[src/rtl/idle_clk_pkg.sv]
package idle_clk_pkg;
  parameter int unsigned REG_AW = 8;
  parameter int unsigned REG_DW = 8;

  typedef logic [REG_AW-1:0] reg_addr_t;
  typedef logic [REG_DW-1:0] reg_data_t;

  localparam reg_addr_t PWR_ADDR_DEF = 8'h87;
  localparam reg_addr_t DIV_ADDR_DEF = 8'h97;
  localparam int unsigned IDLE_BIT = 0;
endpackage

[src/rtl/idle_clk_regs.sv]
module idle_clk_regs
  import idle_clk_pkg::*;
#(
  parameter int unsigned DIV_W    = 3,
  parameter reg_addr_t   PWR_ADDR = PWR_ADDR_DEF,
  parameter reg_addr_t   DIV_ADDR = DIV_ADDR_DEF
) (
  input  logic             clk_i,
  input  logic             rst_ni,
  input  logic             we_i,
  input  reg_addr_t        addr_i,
  input  reg_data_t        wdata_i,
  input  logic             wake_i,
  output reg_data_t        rdata_o,
  output logic             idle_o,
  output logic [DIV_W-1:0] sel_o
);

  logic             idle_q;
  logic [DIV_W-1:0] sel_q;
  logic             pwr_hit, div_hit;

  assign pwr_hit = we_i && (addr_i == PWR_ADDR);
  assign div_hit = we_i && (addr_i == DIV_ADDR);

  // wake has priority over a set request
  always_ff @(posedge clk_i or negedge rst_ni) begin
    if (!rst_ni)      idle_q <= 1'b0;
    else if (wake_i)  idle_q <= 1'b0;
    else if (pwr_hit) idle_q <= wdata_i[IDLE_BIT];
  end

  always_ff @(posedge clk_i or negedge rst_ni) begin
    if (!rst_ni)      sel_q <= '0;
    else if (div_hit) sel_q <= wdata_i[DIV_W-1:0];
  end

  always_comb begin
    rdata_o = '0;
    if (addr_i == PWR_ADDR)      rdata_o[IDLE_BIT]  = idle_q;
    else if (addr_i == DIV_ADDR) rdata_o[DIV_W-1:0] = sel_q;
  end

  assign idle_o = idle_q;
  assign sel_o  = sel_q;


  wake_clr_chk: assert property (@(posedge clk_i) disable iff (!rst_ni)
    idle_q && wake_i |=> !idle_q);


  pend_block_chk: assert property (@(posedge clk_i) disable iff (!rst_ni)
    pwr_hit && wdata_i[IDLE_BIT] && wake_i |=> !idle_q);


  sel_hi_zero_chk: assert property (@(posedge clk_i) disable iff (!rst_ni)
    (addr_i == DIV_ADDR) |-> (rdata_o[REG_DW-1:DIV_W] == '0));


  sel_hold_chk: assert property (@(posedge clk_i) disable iff (!rst_ni)
    !div_hit |=> $stable(sel_q));

endmodule

[src/rtl/idle_clk_div.sv]
module idle_clk_div #(
  parameter int unsigned DIV_W = 3
) (
  input  logic             clk_i,
  input  logic             rst_ni,
  input  logic             idle_i,
  input  logic [DIV_W-1:0] sel_i,
  output logic             per_en_o
);

  localparam int unsigned CNT_W = (1 << DIV_W) - 1;

  logic [CNT_W-1:0] cnt_q;
  logic [CNT_W-1:0] mask;

  // low sel bits of the counter set; all zero marks a pulse
  always_comb begin
    for (int i = 0; i < CNT_W; i++) mask[i] = (i < int'(sel_i));
  end

  always_ff @(posedge clk_i or negedge rst_ni) begin
    if (!rst_ni)      cnt_q <= '0;
    else if (!idle_i) cnt_q <= '0;
    else              cnt_q <= cnt_q + {{(CNT_W-1){1'b0}}, 1'b1};
  end

  assign per_en_o = !idle_i || ((cnt_q & mask) == '0);


  first_pulse_chk: assert property (@(posedge clk_i) disable iff (!rst_ni)
    $rose(idle_i) |-> per_en_o);


  pulse_gap_chk: assert property (@(posedge clk_i) disable iff (!rst_ni)
    idle_i && per_en_o && (sel_i != '0) |=> !idle_i || !per_en_o || !$stable(sel_i));


  full_rate_chk: assert property (@(posedge clk_i) disable iff (!rst_ni)
    (sel_i == '0) |-> per_en_o);

endmodule

[src/rtl/idle_clk_ctrl.sv]
module idle_clk_ctrl
  import idle_clk_pkg::*;
#(
  parameter int unsigned DIV_W    = 3,
  parameter reg_addr_t   PWR_ADDR = PWR_ADDR_DEF,
  parameter reg_addr_t   DIV_ADDR = DIV_ADDR_DEF
) (
  input  logic              clk_i,
  input  logic              rst_ni,
  input  logic              reg_we_i,
  input  logic [REG_AW-1:0] reg_addr_i,
  input  logic [REG_DW-1:0] reg_wdata_i,
  output logic [REG_DW-1:0] reg_rdata_o,
  input  logic              wake_i,
  output logic              idle_o,
  output logic              cpu_en_o,
  output logic              per_en_o
);

  logic             idle;
  logic [DIV_W-1:0] sel;

  idle_clk_regs #(
    .DIV_W   (DIV_W),
    .PWR_ADDR(PWR_ADDR),
    .DIV_ADDR(DIV_ADDR)
  ) i_regs (
    .clk_i  (clk_i),
    .rst_ni (rst_ni),
    .we_i   (reg_we_i),
    .addr_i (reg_addr_i),
    .wdata_i(reg_wdata_i),
    .wake_i (wake_i),
    .rdata_o(reg_rdata_o),
    .idle_o (idle),
    .sel_o  (sel)
  );

  idle_clk_div #(
    .DIV_W(DIV_W)
  ) i_div (
    .clk_i   (clk_i),
    .rst_ni  (rst_ni),
    .idle_i  (idle),
    .sel_i   (sel),
    .per_en_o(per_en_o)
  );

  assign idle_o   = idle;
  assign cpu_en_o = !idle;


  enter_chk: assert property (@(posedge clk_i) disable iff (!rst_ni)
    reg_we_i && (reg_addr_i == PWR_ADDR) && reg_wdata_i[IDLE_BIT] && !wake_i
    |=> idle_o && !cpu_en_o);


  run_rate_chk: assert property (@(posedge clk_i) disable iff (!rst_ni)
    !idle_o |-> cpu_en_o && per_en_o);

endmodule

[config.mk]
export PLATFORM = sky130hd
export DESIGN_NAME = idle_clk_ctrl
export DESIGN_NICKNAME = d
export VERILOG_FILES = /design/src/rtl/idle_clk_pkg.sv /design/src/rtl/idle_clk_regs.sv /design/src/rtl/idle_clk_div.sv /design/src/rtl/idle_clk_ctrl.sv
export SDC_FILE = /design/constraint.sdc
export NUM_CORES = 1
export LEC_CHECK = 0
export ABC_AREA = 1
export BUFFER_PORTS_ARGS = -buffer_cell sky130_fd_sc_hd__buf_2
export CORE_ASPECT_RATIO = 0.9
export CORE_MARGIN = 4
export CORE_UTILIZATION = 35
export CTS_BUF_LIST = sky130_fd_sc_hd__clkbuf_16
export DETAILED_ROUTE_END_ITERATION = 8
export GPL_TIMING_DRIVEN = 1
export PLACE_DENSITY = 0.69
export RECOVER_POWER = 100
export SLEW_MARGIN = 5
export SYNTH_ARGS = -nofsm -noshare
export SYNTH_HDL_FRONTEND = slang
export SYNTH_SLANG_ARGS = --single-unit
[constraint.sdc]
create_clock -name clk_i -period 1.3 [get_ports clk_i]
set_clock_uncertainty 0.05 [all_clocks]
set_input_delay 0.065 -clock clk_i [delete_from_list [all_inputs] [get_ports clk_i]]
set_output_delay 0.065 -clock clk_i [all_outputs]
set_load 0.005 [all_outputs]
* After elaboration in Yosys (flattened, before gate mapping) *
Cells that the tools add are included.

storage, ports and cells
  latch bits = 0
  output and inout port bits = 11
  bits in registers = 11
  bits in writable memories = 0
  memories kept = 0
  input port bits = 20
  ROM bits = 0
  word-level logic and storage cells = 26

operators by class
  add/subtract/negate cells = 1
  shift operators = 0
  reduce and logical (&&, ||, !) cells = 6
  $mul = 0
  div/mod/pow operators = 0
  eq/ne operators = 2
  mux-type cells = 6
  bitwise operators = 1
  magnitude comparators = 7

operators with widths
  cell                   number
  $eq A8 B8 Y1 const B   2
  $lt A3 B3 Y1 const A   3
  $add A7 B1 Y7 const B  1
  $and A7 B7 Y7          1
  $logic_not A7 Y1       1
  $mux W7                1
  $lt A1 B3 Y1 const A   2
  $lt A2 B3 Y1 const A   2
  $mux W1                3
  $mux W3                1
  $logic_and A1 B1 Y1    2
  $mux W2                1
  $reduce_bool A2 Y1     1
  $logic_not A1 Y1       1
  $logic_or A1 B1 Y1     1

* Longest topological paths before layout *
Gate-level depths: netlist of the first run.

  depth in word-level cells = 4
  mapped depth = 7
  depth with buffers taken out = 7

* Modules after synthesis *
A second synthesis of the first run with hierarchy kept.

second synthesis, totals
  cell total of the unflattened synthesis = 99
  area total of the unflattened synthesis = 698.2 µm²

modules (own cells, without submodules)
  module         sequential area each (µm²)  cells an instance  instances  area each (µm²)
  idle_clk_div   175.2                       49                 1          367.9
  idle_clk_regs  100.1                       49                 1          326.6
  idle_clk_ctrl  0.0                         1                  1          3.8

* Least setup slack after synthesis of the first run *
Ideal clock, no wire load.

  kind = reg-to-reg
  from = register i_div.cnt_q[0]
  to = register i_div.cnt_q[6]
  setup time = 0.119 ns
  cell stages (with the launch flop) = 6
  period minus slack after synthesis = 1.106 ns
  data arrival time = 0.937 ns
  data required time = 1.131 ns
  setup slack = 0.194 ns
  path buffers = 0
  path through = dfrtp_1 -> ha_1 -> nand3_1 -> nor2_2 -> a21oi_1 -> nor2_1

on the way
  word-level cells in the longest chain between the ends = 2

ends and longest elaborated chain
  element                 RTL line            text
  start, declared         idle_clk_div.sv:13  logic [CNT_W-1:0] cnt_q;
  start signal, assigned  idle_clk_div.sv:24  else cnt_q <= cnt_q + {{(CNT_W-1){1'b0}}, 1'b1};
  $add A7 B1 Y7           idle_clk_div.sv:24
  $mux W7                 idle_clk_div.sv:23  else if (!idle_i) cnt_q <= '0;

No other way between the ends.
A chain may end at the register's enable or synchronous reset.

* Worst setup path in the final report of the first run *
  from = register i_regs.sel_q[2] (netlist: i_regs.sel_o[2])
  to = output per_en_o

on the way
  word-level cells in the longest chain between the ends = 4
  elaborated cells on any way between the ends = 10
  classes of those cells = order compare: 7; bitwise: 1; reduce/logical: 2

ends and longest elaborated chain
  element                               RTL line             text
  start, declared                       idle_clk_regs.sv:20  logic [DIV_W-1:0] sel_q;
  start signal, assigned                idle_clk_regs.sv:35  else if (div_hit) sel_q <= wdata_i[DIV_W-1:0];
  $lt A1 B3 Y1 (tied with other cells)  idle_clk_div.sv:18   for (int i = 0; i < CNT_W; i++) mask[i] = (i < int'(sel_i));
  $and A7 B7 Y7 *                       idle_clk_div.sv:27   assign per_en_o = !idle_i || ((cnt_q & mask) == '0);
  $logic_not A7 Y1 *                    idle_clk_div.sv:27
  $logic_or A1 B1 Y1 *                  idle_clk_div.sv:27
  end, declared                         idle_clk_ctrl.sv:17  output logic per_en_o

Mark *: on every way between the ends. The rest lies on a longest branch, timed or not.

==> flow_summary.json, run 1 <==
{
  "critical_path.max_stage_delay_ns": 0.43,
  "max_freq_ghz": 0.7444,
  "ys_ff_latch": 11,
  "clock_sinks": 11,
  "slowest_stage": "dfrtp_2",
  "rsz0062_at_grt": "true",
  "n_antenna_cell": 0,
  "gp_congestion": 0.8032,
  "wl_per_cell_um": 9.723,
  "grt-busiest-layer": "met2",
  "nFillCells": 208,
  "nets": 145,
  "min-delay-path-class": "in2reg",
  "synth-simple-area-share": 0.3883,
  "outcome": "finished with violations",
  "grt_pass1_vias": 593,
  "h-tree-depth": 1,
  "synthCells": 99,
  "timing.slew.headroom": 0.6086,
  "drt_drc_violations_left": 0,
  "vias": 655,
  "wl_um": 1439,
  "synth.most_common_cell": "nand2_1",
  "cp-end-kind": "output port",
  "drt-initial-drc-count": 9,
  "peakVddDrop_mv": 0.8260,
  "synthXorXnorAreaFrac": 0.01241,
  "pre_cts_ws_ns": 0.09324,
  "critical_path.top_delay_family": "flip-flops",
  "syn_area_per_cell_um2": 7.128,
  "worst_slew_pin_slew_ns": 0.5827,
  "synthMuxAreaShare": 0,
  "gr-usage-met3": 0.04370,
  "worstPathArrival_ns": 1.23,
  "synthToLayoutAreaGrowth_pct": 27.30,
  "drive_gt1_frac": 0.2927,
  "final_util": 0.4693,
  "p_total_uw": 1017,
  "yosys.area.top_type": "dfrtp_1",
  "required_ns": 1.19,
  "cts_tree": "yes",
  "setup_viol": 1,
  "avgViaCountPerCell": 4.426,
  "root_buffer": "clkbuf_16",
  "rows": 15,
  "drv_cap": 0,
  "grt_use_met2": 0.1870,
  "start_util": 0.3686,
  "antenna_found_initial": 0,
  "synthAdderAreaFrac": 0.01773,
  "die_w_um": 55.33,
  "synthTopCellsByArea": "dfrtp_1 (39%), nand2_1 (15%), inv_1 (6.4%)",
  "ios": 31,
  "power.density_nw_per_um2": 1132,
  "synth_compound_area_frac": 0.05674,
  "worstSetupPathType": "reg2out",
  "netlist_top_cells_count": "nand2_1 (28), inv_1 (12), dfrtp_1 (11), nor2_1 (11), nand3_1 (8)",
  "cts_buffer_depth": 2,
  "finalSetupTns_ns": -0.04344,
  "yosys_warnings": 0,
  "drtAntennaViolNets": 0,
  "fin_crit_ns": 1.343,
  "firstDrtPassIters": 4,
  "synth_top_area_share": 0.3901,
  "failed_checks": "setup timing",
  "setup_slack_ns": -0.04344,
  "start_kind": "flop",
  "grt_usage": 0.1193,
  "syn_area_um2": 705.7,
  "dp_hpwl_um": 1146,
  "seq_area_frac_synth": 0.3901,
  "synth_edf_count": 0,
  "grt_overflow": 0,
  "grt_start_max_net_pins": 12,
  "synth_top_family_by_area": "simple AND/OR/NAND/NOR gates",
  "coreArea_um2": 1914,
  "critical_path.most_common_cell": "nand2_1",
  "io_buffer_count": 20,
  "hold_viol": 0,
  "path_clk_slew_ns": 0.04,
  "cp.buffers_inverters": 2,
  "p_leak_uw": 0.0004775,
  "finalMaxSlewViolations": 0,
  "synth_ff_type": "dfrtp_1",
  "cts_buffers": 3,
  "insertion_delay_ns": 0.24,
  "worstPathMaxFanout": 5,
  "die_area_um2": 2800,
  "use_met1": 0.1386,
  "path_cells": "inv_2 > nand2_2 > o21ai_1 > nand2_1 > nor2_1 > nand2_1 > nand2_1 > buf_2",
  "synth_cell_type_count": 19,
  "post-route-period-util": 1.033,
  "grt_pass1_wl_um": 2573,
  "die_y_um": 50.60,
  "synthArstFlopShare": 1.000
}
state kept, by name, indices dropped and copies added, names as in the netlist:
register       count
i_regs.idle_o      1
i_regs.sel_o       3
i_div.cnt_q        7
power breakdown:
part | leakage, uW | total (uW) | internal, uW | switching (uW)
clock network | 0.0000409 | 557 | 407 | 150
registers | 0.000150 | 372 | 355 | 17.4
logic | 0.000287 | 87.8 | 38.6 | 49.1
total | 0.000477 | 1020 | 800 | 217
worst paths after layout:
path                                 startpoint              end  slack (ns)  cells after the start
worst min-delay path                     wake_i    i_regs.idle_o        0.03                      4
worst max-delay path            i_regs.sel_o[2]         per_en_o       -0.04                      8
max in group asynchronous                rst_ni  i_regs.sel_o[2]        0.51                      2
worst max register to register   i_div.cnt_q[0]   i_div.cnt_q[6]        0.09                      6
worst min register to register   i_div.cnt_q[0]   i_div.cnt_q[0]        0.46                      1
min in group asynchronous                rst_ni   i_div.cnt_q[0]        0.28                      2
cells by family after synthesis:
| logic type | Yosys count |
|---|---|
| fa+ha+maj | 1 |
| buf+inv | 19 |
| simple gates | 58 |
| xor+xnor | 1 |
| compound gates | 8 |
| other cells | 1 |
| flops | 11 |
layer usage:
metal	part of all wire	vias to the layer above	wire length, um
met3	0.085	2	122
li1	-	352	-
met1	0.45	274	653
met4	0.017	0	24
met5	0	-	0
met2	0.44	27	639
per-stage QoR:
step           instances  hold slack [ns]  area [um2]
2_1_floorplan        103          -0.2806       720.7
3_3_place_gp         142          -0.1074       809.5
3_5_place_dp         142          -0.1002       809.5
4_1_cts              148          0.03129       909.6
5_1_grt              148          0.05058       898.4
6_report             148          0.03366       898.4
area by class of cell:
| cell class | count | area [um2] | share of cell area |
|---|---|---|---|
| multi-input cells | 73 | 345.3 | 0.3844 |
| repair buffers | 22 | 116.4 | 0.1295 |
| flip-flops and latches | 11 | 276.5 | 0.3078 |
| well taps | 25 | 31.28 | 0.03482 |
| clock buffers | 3 | 75.07 | 0.08357 |
| clock inverters | 1 | 5.005 | 0.005571 |
| inverters | 13 | 48.80 | 0.05432 |
placed cells by master, fill, tap and decap left out, types with 2 or more instances in the layout:
cell / instances
inv_2: 3
nor2_1: 11
nand3_1: 8
inv_1: 10
clkbuf_16: 3
o21ai_0: 3
conb_1: 5
dfrtp_1: 10
nand2_2: 4
nand2_1: 27
nor2_2: 2
buf_2: 19
nand4_1: 3
a21oi_1: 4
what timing repair did:
action	CTS	global route
setup endpoints to repair	1	2
hold buffers	1	0
setup buffers	1	0
resized for setup	3	2
hold endpoints to repair	11	0
worst reg2reg max path: stages (launching register included):
cell	delay (ns)
dfrtp_1	0.40
ha_1	0.20
nand3_1	0.13
nor2_2	0.13
nand3_1	0.08
nand2_1	0.06
nor2_1	0.04
Note: power is estimated with default switching activity, not from simulation.
==> run 2, diff against run 1 <==
- clock period: 1.3 -> 1.6 ns (I/O delays scaled with it)
==> run 2 against run 1 <==
  * The run now ends clean
  * Clock-buffer cell count unchanged
  * Setup slack improved by 0.20 ns
  * Register-to-register slack improved by 0.28 ns
  * Critical path depth unchanged
  * Global-route usage increased by 0.14 points
  * First-iteration DRC count decreased by 67%
  * Critical path type unchanged
==> flow_summary.json, run 2 (synthesis gave the netlist of run 1 again) <==
{
  "p_leak_uw": 0.0004649,
  "drtAntennaViolNets": 0,
  "grt_overflow": 0,
  "n_antenna_cell": 0,
  "nets": 144,
  "worstSetupPathType": "reg2out",
  "power.density_nw_per_um2": 925.9,
  "h-tree-depth": 1,
  "grt_pass1_wl_um": 2587,
  "cts_buffers": 3,
  "gp_congestion": 0.8138,
  "firstDrtPassIters": 4,
  "root_buffer": "clkbuf_16",
  "required_ns": 1.47,
  "cp-end-kind": "output port",
  "drt-initial-drc-count": 3,
  "cts_resized": 0,
  "coreArea_um2": 1914,
  "max_freq_ghz": 0.6940,
  "worstPathMaxFanout": 5,
  "hold_viol": 0,
  "setup_viol": 0,
  "final_cell_mix": "nand2_1 (29), buf_2 (16), inv_1 (13)",
  "dp_hpwl_um": 1131,
  "vias": 655,
  "fin_crit_ns": 1.441,
  "largest_register_ffs": 7,
  "synthToLayoutAreaGrowth_pct": 24.29,
  "wl_um": 1416,
  "start_util": 0.3686,
  "finalSetupTns_ns": 0,
  "wl_per_cell_um": 9.633,
  "antenna_found_initial": 0,
  "layout_commonest_cell": "nand2_1",
  "regMostFlops": "i_div.cnt_q",
  "grt_start_max_net_pins": 12,
  "drv_cap": 0,
  "worst_slew_pin_slew_ns": 0.5846,
  "peakVddDrop_mv": 0.4600,
  "finalMaxSlewViolations": 0,
  "timing.slew.headroom": 0.6072,
  "ios": 31,
  "start_kind": "flop",
  "grt_usage": 0.1208,
  "die_area_um2": 2800,
  "whs_ns": 0.04741,
  "insertion_delay_ns": 0.24,
  "min-delay-path-class": "in2reg",
  "avgViaCountPerCell": 4.456,
  "rows": 15,
  "die_y_um": 50.60,
  "outcome": "finished clean",
  "worstPathArrival_ns": 1.31,
  "io_buffer_count": 20,
  "drt_drc_violations_left": 0,
  "rsz0062_at_grt": "false",
  "post-route-period-util": 0.9006,
  "cts_buffer_depth": 2,
  "die_w_um": 55.33,
  "drive_gt1_frac": 0.2049,
  "grt_pass1_vias": 652,
  "path_clk_slew_ns": 0.04,
  "clock_sinks": 11,
  "cts_tree": "yes"
}
## run 2: path summary, 6_finish.rpt
kind / start / to / slack (ns) / cells after the start
min: wake_i / i_regs.idle_o / 0.05 / 4
min in group asynchronous: rst_ni / i_div.cnt_q[2] / 0.30 / 2
max: i_regs.sel_o[2] / per_en_o / 0.16 / 8
max reg2reg: i_div.cnt_q[0] / i_div.cnt_q[6] / 0.37 / 6
min reg2reg: i_div.cnt_q[0] / i_div.cnt_q[0] / 0.47 / 1
max in group asynchronous: rst_ni / i_regs.sel_o[1] / 0.82 / 2
## run 2: what timing repair did
action / CTS / global route
setup endpoints to repair: 0 / 0
hold buffers: 1 / 0
hold endpoints to repair: 11 / 0
buffers inserted: 0 / 0
## run 2: metal layers
metal  vias up  share of wire  global-route usage
met4         0          0.035             0.09717
met1       280           0.44              0.1380
met5         -              0                   0
met3         5          0.084             0.03856
met2        24           0.44              0.1850
li1        346              -                   -
## run 2: layout make-up
class | instances | area, um2
Clock buffer | 3 | 75.07
Inverter | 13 | 48.80
Fill cell | 213 | 1037
Timing Repair Buffer | 21 | 105.1
Tap cell | 25 | 31.28
Multi-Input combinational cell | 73 | 337.8
Clock inverter | 1 | 3.754
Sequential cell | 11 | 275.3
## run 2: report_power, final
group / internal (uW) / leakage [uW] / switching [uW]
clock network: 327 / 0.0000423 / 115
logic: 28.9 / 0.000271 / 38.4
registers: 288 / 0.000151 / 14.1
total: 644 / 0.000465 / 168
## run 2: worst max-delay path, stage by stage (launching register included)
cell      delay, ns
dfrtp_1        0.41
inv_1          0.09
nand2_1        0.08
o21ai_0        0.09
nand2_1        0.07
nor2_1         0.10
nand2_1        0.06
nand2_1        0.06
clkbuf_1       0.11
## run 2: metrics by stage
stage	instances	power (uW)	utilization	instance area, um2	worst slack [ns]
6_report	147	812.1	0.4582	877.1	0.1591
3_3_place_gp	142	373.5	0.4229	809.5	0.4192
3_5_place_dp	142	375.9	0.4229	809.5	0.3973
2_1_floorplan	103	348.1	-	720.7	0.4940
5_1_grt	147	859.8	0.4582	877.1	0.03343
4_1_cts	147	829.7	0.4693	898.4	0.1624
